$ cat config.mk
export PLATFORM = sky130hd
export DESIGN_NAME = dbg_match_qualifier
export DESIGN_NICKNAME = d
export VERILOG_FILES = /design/src/rtl/dbgm_pkg.sv /design/src/rtl/dbgm_ctl_split.sv /design/src/rtl/dbgm_mode_filter.sv /design/src/rtl/dbgm_link_table.sv /design/src/rtl/dbgm_bank.sv /design/src/rtl/dbg_match_qualifier.sv
export SDC_FILE = /design/constraint.sdc
export NUM_CORES = 1
export LEC_CHECK = 0
export ABC_AREA = 1
export CAP_MARGIN = 20
export CORE_AREA = 2 2 641 643
export DETAILED_ROUTE_END_ITERATION = 16
export DIE_AREA = 0 0 643 645
export PLACE_DENSITY = 0.3
export SLEW_MARGIN = 20
export SYNTH_ARGS = -nofsm -noshare
export SYNTH_HDL_FRONTEND = slang
export SYNTH_HIERARCHICAL = 1
export SYNTH_SLANG_ARGS = --single-unit
$ cat constraint.sdc
create_clock -name clk -period 3.1 [get_ports clk]
set_input_delay 0.31 -clock clk [delete_from_list [all_inputs] [get_ports clk]]
set_output_delay 0.31 -clock clk [all_outputs]
set_load 0.02 [all_outputs]
$ cat src/rtl/dbgm_pkg.sv
package dbgm_pkg;
  localparam int CW       = 32;
  localparam int LIDX_W   = 4;
  localparam int KIND_W   = 4;
  localparam int LINK_SPAN = 1 << LIDX_W;
  localparam int FS_W     = 10;
  localparam int GATE_BIT = 15;

  localparam logic [FS_W-1:0]   FS_LONG  = 10'h222;
  localparam logic [FS_W-1:0]   FS_SHORT = 10'h002;
  localparam logic [KIND_W-1:0] KIND_CTX = 4'd3;

  typedef struct packed {
    logic [KIND_W-1:0] kind;
    logic [LIDX_W-1:0] link_idx;
    logic [1:0]        sec;
    logic              hi_mode;
    logic [1:0]        priv;
    logic              en;
  } ctl_t;
endpackage

$ cat src/rtl/dbgm_ctl_split.sv
module dbgm_ctl_split
  import dbgm_pkg::*;
(
  input  logic [CW-1:0] word,
  output ctl_t          fld
);
  always_comb begin
    fld.en       = word[0];
    fld.priv     = word[2:1];
    fld.hi_mode  = word[13];
    fld.sec      = word[15:14];
    fld.link_idx = word[19:16];
    fld.kind     = word[23:20];
  end

  logic unused_ctl_bits;
  assign unused_ctl_bits = ^{word[CW-1:24], word[12:3]};
endmodule

$ cat src/rtl/dbgm_mode_filter.sv
module dbgm_mode_filter (
  input  logic [1:0] sec,
  input  logic       hi_mode,
  input  logic [1:0] priv,
  input  logic [1:0] acc_el,
  input  logic       secure,
  output logic       pass
);
  logic sec_ok;
  logic lvl_ok;

  always_comb begin
    unique case (sec)
      2'd0:    sec_ok = 1'b1;
      2'd2:    sec_ok = secure;
      default: sec_ok = ~secure;
    endcase
  end

  always_comb begin
    unique case (acc_el)
      2'd0:    lvl_ok = priv[1];
      2'd1:    lvl_ok = priv[0];
      default: lvl_ok = hi_mode;
    endcase
  end

  assign pass = sec_ok & lvl_ok;
endmodule

$ cat src/rtl/dbgm_link_table.sv
module dbgm_link_table
  import dbgm_pkg::*;
#(
  parameter int NUM_BP  = 16,
  parameter int NUM_CTX = 4
) (
  input  logic [NUM_BP-1:0]        tgt_en,
  input  logic [NUM_BP*KIND_W-1:0] tgt_kind,
  input  logic [NUM_BP*CW-1:0]     tgt_val,
  input  logic [1:0]               cur_el,
  input  logic [CW-1:0]            context_id,
  output logic [LINK_SPAN-1:0]     link_ok
);
  localparam int LO = NUM_BP - NUM_CTX;

  logic low_level;
  assign low_level = (cur_el <= 2'd1);

  for (genvar g = 0; g < LINK_SPAN; g++) begin : g_slot
    if (g >= LO && g < NUM_BP) begin : g_ctx
      assign link_ok[g] = tgt_en[g]
                        & (tgt_kind[g*KIND_W +: KIND_W] == KIND_CTX)
                        & low_level
                        & (tgt_val[g*CW +: CW] == context_id);
    end else if (g < NUM_BP) begin : g_plain
      logic unused_slot;
      assign unused_slot = ^{tgt_en[g], tgt_kind[g*KIND_W +: KIND_W], tgt_val[g*CW +: CW]};
      assign link_ok[g] = 1'b0;
    end else begin : g_pad
      assign link_ok[g] = 1'b0;
    end
  end
endmodule

$ cat src/rtl/dbgm_bank.sv
module dbgm_bank
  import dbgm_pkg::*;
#(
  parameter int N = 16
) (
  input  logic [N-1:0]         hit,
  input  ctl_t                 fld [N],
  input  logic [1:0]           acc_el,
  input  logic                 secure,
  input  logic [LINK_SPAN-1:0] link_ok,
  output logic                 any
);
  logic [N-1:0] qual;

  for (genvar g = 0; g < N; g++) begin : g_cmp
    logic pass;
    logic link_pass;
    logic unused_kind_hi;

    dbgm_mode_filter u_filt (
      .sec     (fld[g].sec),
      .hi_mode (fld[g].hi_mode),
      .priv    (fld[g].priv),
      .acc_el  (acc_el),
      .secure  (secure),
      .pass    (pass)
    );

    assign link_pass      = ~fld[g].kind[0] | link_ok[fld[g].link_idx];
    assign qual[g]        = hit[g] & fld[g].en & pass & link_pass;
    assign unused_kind_hi = ^fld[g].kind[KIND_W-1:1];
  end

  assign any = |qual;
endmodule

$ cat src/rtl/dbg_match_qualifier.sv
module dbg_match_qualifier
  import dbgm_pkg::*;
#(
  parameter int NUM_BP  = 16,
  parameter int NUM_WP  = 16,
  parameter int NUM_CTX = 4
) (
  input  logic                 clk,
  input  logic                 rst,
  input  logic [NUM_BP-1:0]    bp_hit,
  input  logic [NUM_WP-1:0]    wp_hit,
  input  logic [NUM_BP*32-1:0] bp_ctrl,
  input  logic [NUM_WP*32-1:0] wp_ctrl,
  input  logic [NUM_BP*32-1:0] bp_value,
  input  logic [1:0]           cur_el,
  input  logic                 secure,
  input  logic                 wp_unpriv,
  input  logic [31:0]          dbg_ctrl,
  input  logic                 exc_allowed,
  input  logic [31:0]          context_id,
  input  logic                 long_desc,
  output logic                 bp_fire,
  output logic                 wp_fire,
  output logic [9:0]           fault_status
);
  ctl_t bp_f [NUM_BP];
  ctl_t wp_f [NUM_WP];

  logic [NUM_BP-1:0]        tgt_en;
  logic [NUM_BP*KIND_W-1:0] tgt_kind;
  logic [LINK_SPAN-1:0]     link_ok;

  for (genvar g = 0; g < NUM_BP; g++) begin : g_bp_dec
    dbgm_ctl_split u_split (.word(bp_ctrl[g*CW +: CW]), .fld(bp_f[g]));
    assign tgt_en[g]                    = bp_f[g].en;
    assign tgt_kind[g*KIND_W +: KIND_W] = bp_f[g].kind;
  end

  for (genvar g = 0; g < NUM_WP; g++) begin : g_wp_dec
    dbgm_ctl_split u_split (.word(wp_ctrl[g*CW +: CW]), .fld(wp_f[g]));
  end

  dbgm_link_table #(.NUM_BP(NUM_BP), .NUM_CTX(NUM_CTX)) u_link (
    .tgt_en     (tgt_en),
    .tgt_kind   (tgt_kind),
    .tgt_val    (bp_value),
    .cur_el     (cur_el),
    .context_id (context_id),
    .link_ok    (link_ok)
  );

  logic [1:0] wp_el;
  logic       bp_any;
  logic       wp_any;
  assign wp_el = wp_unpriv ? 2'd0 : cur_el;

  dbgm_bank #(.N(NUM_BP)) u_bp_bank (
    .hit(bp_hit), .fld(bp_f), .acc_el(cur_el), .secure(secure),
    .link_ok(link_ok), .any(bp_any)
  );

  dbgm_bank #(.N(NUM_WP)) u_wp_bank (
    .hit(wp_hit), .fld(wp_f), .acc_el(wp_el), .secure(secure),
    .link_ok(link_ok), .any(wp_any)
  );

  logic gate_ok;
  logic bp_nxt;
  logic wp_nxt;
  assign gate_ok = dbg_ctrl[GATE_BIT] & exc_allowed;
  assign bp_nxt  = gate_ok & bp_any;
  assign wp_nxt  = gate_ok & wp_any;

  logic unused_dbg_bits;
  assign unused_dbg_bits = ^{dbg_ctrl[31:GATE_BIT+1], dbg_ctrl[GATE_BIT-1:0]};

  always_ff @(posedge clk) begin
    if (rst) begin
      bp_fire      <= 1'b0;
      wp_fire      <= 1'b0;
      fault_status <= '0;
    end else begin
      bp_fire      <= bp_nxt;
      wp_fire      <= wp_nxt;
      fault_status <= (bp_nxt | wp_nxt) ? (long_desc ? FS_LONG : FS_SHORT) : '0;
    end
  end
endmodule

Word level (Yosys, flattened, before mapping)
Cells that the tools add are included. W data, S select, Z words.

Bits in registers: 12. Bits of input ports: 1640. Output and inout port bits: 12. Word-level logic and storage cells: 455.

Magnitude comparators: 33. Equal/unequal tests: 42. Muxes and demuxes: 130. Bitwise operators: 210. Reduce and logical (&&, ||, !) cells: 37.

Operator list (number): $lt A4 B5 Y1 const B (32); $and A1 B1 Y1 (143); $bmux W1 S4 (32); $eq A32 B32 Y1 (4); $pmux W1 S2 (64); $logic_not A2 Y1 (34); $eq A2 B2 Y1 const B (32); $not A1 Y1 (34); $or A1 B1 Y1 (33); $mux W1 (32); $reduce_or A16 Y1 (2); $eq A4 B2 Y1 const B (4); $mux W10 (1); $eq A2 B1 Y1 const B (2); $le A2 B1 Y1 const B (1); $mux W2 (1); $reduce_or A2 Y1 (1).

Longest topological paths before layout
Word-level depth: 13. Mapped depth: 27. Gate-level depth less buffers: 24.

Cells and area by module
The synthesis kept the hierarchy.

Modules (own cells, without submodules): dbgm_ctl_split (instances 32, cells an instance 14, area an instance 105.1 um2, seq. area each 0.0 um2); dbgm_bank at u_wp_bank (instances 1, cells an instance 689, area an instance 3263.1 um2, seq. area each 0.0 um2); dbgm_bank at u_bp_bank (instances 1, cells an instance 689, area an instance 3203.1 um2, seq. area each 0.0 um2); dbgm_link_table (instances 1, cells an instance 551, area an instance 2334.7 um2, seq. area each 0.0 um2); dbgm_mode_filter (instances 32, cells an instance 14, area an instance 65.1 um2, seq. area each 0.0 um2); dbg_match_qualifier (instances 1, cells an instance 27, area an instance 203.9 um2, seq. area each 80.1 um2).

Least setup slack after synthesis
Ideal clock, no wire load.

Path kind: in2reg. Start: input port cur_el[1]. End: register fault_status[1]. Setup time: 0.110 ns. Arrival time: 2.317 ns. Required time: 2.990 ns. Setup slack: 0.672 ns. Stages: 16. Path buffers: 0. Cell sequence: inv_1 nor2_1 nand2_1 nand3_2 nor2_1 and3_1 nand2_1 nand2_1 inv_1 nand2_1 nor2_1 nand2_1 nand3_1 nand2_1 nand2_2 inv_1.

Elaborated cells between the ends (all ways): 245. Those cells by class: order compare: 1; eq/ne: 2; mux: 97; bitwise: 140; reduce/logical: 5.

RTL lines: start, declared (RTL line dbg_match_qualifier.sv:15) `input logic [1:0] cur_el,`; $mux W2 * (RTL line dbg_match_qualifier.sv:55) `assign wp_el = wp_unpriv ? 2'd0 : cur_el;`; named net wp_el[1] (RTL line dbg_match_qualifier.sv:52) `logic [1:0] wp_el;`; $eq A2 B1 Y1 / $logic_not A2 Y1 (equally long branches) (RTL line dbgm_mode_filter.sv:21) `unique case (acc_el)`; $pmux W1 S2 * (RTL line dbgm_mode_filter.sv:21); $and A1 B1 Y1 * (RTL line dbgm_mode_filter.sv:28) `assign pass = sec_ok & lvl_ok;`; named net u_wp_bank.g_cmp[5].pass (RTL line dbgm_bank.sv:16) `logic pass;`; $and A1 B1 Y1 * (2 in series) (RTL line dbgm_bank.sv:30) `assign qual[g] = hit[g] & fld[g].en & pass & link_pass;`; $reduce_or A16 Y1 * (RTL line dbgm_bank.sv:34) `assign any = |qual;`; named net wp_any (RTL line dbg_match_qualifier.sv:54) `logic wp_any;`; $and A1 B1 Y1 * (RTL line dbg_match_qualifier.sv:72) `assign wp_nxt = gate_ok & wp_any;`; $or A1 B1 Y1 * (RTL line dbg_match_qualifier.sv:85) `fault_status <= (bp_nxt | wp_nxt) ? (long_desc ? FS_LONG : FS_SHORT) : '0;`; $not A1 Y1 (no line) *; $reduce_or A2 Y1 (no line) *; end signal, assigned (RTL line dbg_match_qualifier.sv:85); end, declared (RTL line dbg_match_qualifier.sv:24) `output logic [9:0] fault_status`.

Mark *: on every way through the listed nets, which the timed path passes. The rest lies on a longest branch. The select of a mux whose other input is x is not followed. A chain may end at the register's enable or synchronous reset.

Final worst setup path
Start: input port context_id[11]. End: register fault_status[1].

Cells in the longest elaborated chain, start to end: 11. Elaborated cells between the ends (all ways): 143. Those cells by class: eq/ne: 4; mux: 64; bitwise: 72; reduce/logical: 3.

Ends and longest elaborated chain: start, declared (RTL line dbg_match_qualifier.sv:20) `input logic [31:0] context_id,`; $eq A32 B32 Y1 * (RTL line dbgm_link_table.sv:24) `& (tgt_val[g*CW +: CW] == context_id);`; $and A1 B1 Y1 * (RTL line dbgm_link_table.sv:24); named net link_ok[14] (RTL line dbg_match_qualifier.sv:31) `logic [LINK_SPAN-1:0] link_ok;`; $bmux W1 S4 (RTL line dbgm_bank.sv:29) `assign link_pass = ~fld[g].kind[0] | link_ok[fld[g].link_idx];`; $mux W1 (not written as such) (RTL line dbgm_bank.sv:29); $or A1 B1 Y1 (RTL line dbgm_bank.sv:29); $and A1 B1 Y1 (RTL line dbgm_bank.sv:30); $reduce_or A16 Y1 * (RTL line dbgm_bank.sv:34); named net bp_any (RTL line dbg_match_qualifier.sv:53) `logic bp_any;`; $and A1 B1 Y1 * (RTL line dbg_match_qualifier.sv:71) `assign bp_nxt = gate_ok & bp_any;`; $or A1 B1 Y1 * (RTL line dbg_match_qualifier.sv:85); $not A1 Y1 (no line) *; $reduce_or A2 Y1 (no line) *.

Marked as above.

==> summary.txt <==
run status: complete, but fails checks
failing checks: negative setup slack
highest-count cells in the layout ignoring fill and taps: 1004 x sky130_fd_sc_hd__nand2_1, 435 x sky130_fd_sc_hd__clkdlybuf4s50_1, 385 x sky130_fd_sc_hd__nand3_1
horizontal die dimension: 643 um
critical path class: in2reg
total I/O pin count: 1652
placeable core area: 408000 um^2
highest fanout seen on the critical path: 6
Max Transition Viols Final: 0
Post-route DRC: 0
worst hold path startpoint: long_desc
Yosys Warn Count: 6
Max-Slew Margin vs Limit: 56.8%
combined global-route utilization of all metal layers: 5.43%
synthesized area: 13800 um^2
detailed-routing iteration count for the pre-antenna-repair pass: 5
signed area change from the synthesized netlist to the final layout: 83.2%
via count of the first global-routing pass: 16776
max-cap violation count: 0
Total Neg Setup Slack: -0.302 ns
pin slew with the least headroom to its limit: 0.645 ns
clk sink count: 4
per-cell via count in the routed design: 2.01
clock-pin slew on the worst setup and hold paths: 0.03 ns
number of hold violations in the final report: 0
largest voltage drop on the vdd net: 0.0000981 V
cell type group with the largest total delay on the critical path: simple AND/OR/NAND/NOR gates
reported leakage power: 10.6 nW
Hold Crit Class: in2reg
IO buf count: 569
Starting Density: 3.39%
Hold-fix buffers, CTS: 0
Clock Path Buffers: 2
synthesized instance count: 2768
max incr delay on CP: 0.34 ns
largest net degree at the start of global routing: 33
number of instances on the worst hold path: 3
weighted congestion at the end of routability-driven global placement: 0.829
Slowest cell on crit path: sky130_fd_sc_hd__nor2_4
wire length of the first global-routing pass: 153000 um
drt first-iter violations: 931
leading cell type in the layout, fill and taps excluded: sky130_fd_sc_hd__nand2_1
time the worst path needs with I/O delays and setup: 3.21 ns
cell count after placement: 8481
number of standard-cell rows in the floorplan: 235
kind of end point of the critical path: flip-flop
average instance area after synthesis: 4.99 um^2
number of buffers created by CTS: 3
TritonCTS clock tree: done
initial antenna violation count: 86
HPWL after detailed placement: 103000 um
startpoint kind of the worst setup timing path: input port
layout cells sized above 1: 16.9%
maximum clock frequency: 311 MHz
Worst path most repeated cell: sky130_fd_sc_hd__nand2_2
finished layout cell area: 25300 um^2
Routed Wire Length: 119000 um
H-tree level count: 1
required time of the critical path: 3.22 ns
die area: 415000 um^2
number of nets in the final layout: 4689
Chip Height: 645 um
total power per unit cell area: 115 nW/um^2
# setup viols final: 3
CP Data Arrival Time: 3.34 ns
post-detailed-placement cell area: 24100 um^2
worst-case hold path end point: fault_status[5]
detailed-route via count: 17104
final critical-path share of the clock period: 104%
clock root cell: sky130_fd_sc_hd__clkbuf_16
Finished Layout Cells: 8518
GR Overflow Total: 0
setup repair after global routing missed its margin: true
post-route antenna net violation count: 0
WL/cell: 13.9 um
minimum setup slack after placement: -1.56 ns
buffers plus inverters on the worst setup path: 7
post-layout worst setup margin: -0.114 ns
power by group:
part | internal (mW) | leakage [nW] | total, mW | switching, mW
sequential | 0.0553 | 0.0327 | 0.0566 | 0.00129
combinational | 1.20 | 10.5 | 2.64 | 1.44
clock | 0.165 | 0.0371 | 0.204 | 0.0389
total | 1.42 | 10.6 | 2.90 | 1.48
sequential cells by signal, indices dropped and copies added (netlist names):
name / count
fault_status: 2
bp_fire: 1
wp_fire: 1
how the worst max path moves through the flow:
stage / from / to / slack [ns] / cells after the start
final: context_id[11] / fault_status[1] / -0.11 / 25
after global routing: bp_value[399] / fault_status[1] / -0.19 / 24
after CTS: bp_value[455] / fault_status[1] / -0.14 / 25
after detailed placement: bp_ctrl[384] / fault_status[5] / -1.56 / 26
after global placement: bp_ctrl[384] / fault_status[1] / -1.62 / 26
after floorplan: cur_el[1] / fault_status[1] / 0.67 / 16
metrics by stage:
step	hold slack (ns)	utilization (%)	power (mW)
global route	0.667	6.20	3.16
floorplan	0.382	-	1.48
finish	0.634	6.20	2.90
detailed placement	0.865	5.92	2.54
global placement	0.874	5.92	2.56
CTS	0.641	6.09	2.80
routing by layer:
metal | part of all wire (%) | vias up | GRT usage, % | wire length [um]
li1 | - | 8572 | - | -
met1 | 36 | 7721 | 5.58 | 42700
met2 | 55 | 542 | 11.0 | 65200
met3 | 5.6 | 197 | 1.19 | 6600
met4 | 3.2 | 72 | 1.17 | 3750
met5 | 0.38 | - | 0 | 452
layout make-up:
type / instances / area [um^2]
Inverter: 410 / 1550
Sequential cell: 4 / 80.1
Timing Repair Buffer: 742 / 7540
Tap cell: 5451 / 6820
Multi-Input combinational cell: 1888 / 9200
Clock buffer: 3 / 75.1
Antenna cell: 20 / 50.0
Fill cell: 48855 / 383000
repair_timing:
| action | 4_1_cts | 5_1_grt |
|---|---|---|
| gates cloned | 1 | 1 |
| resized for setup | 294 | 175 |
| setup buffers | 14 | 6 |
| setup endpoints to repair | 4 | 4 |
| pin swaps | 94 | 94 |
Power figures use the tool's default switching activity.
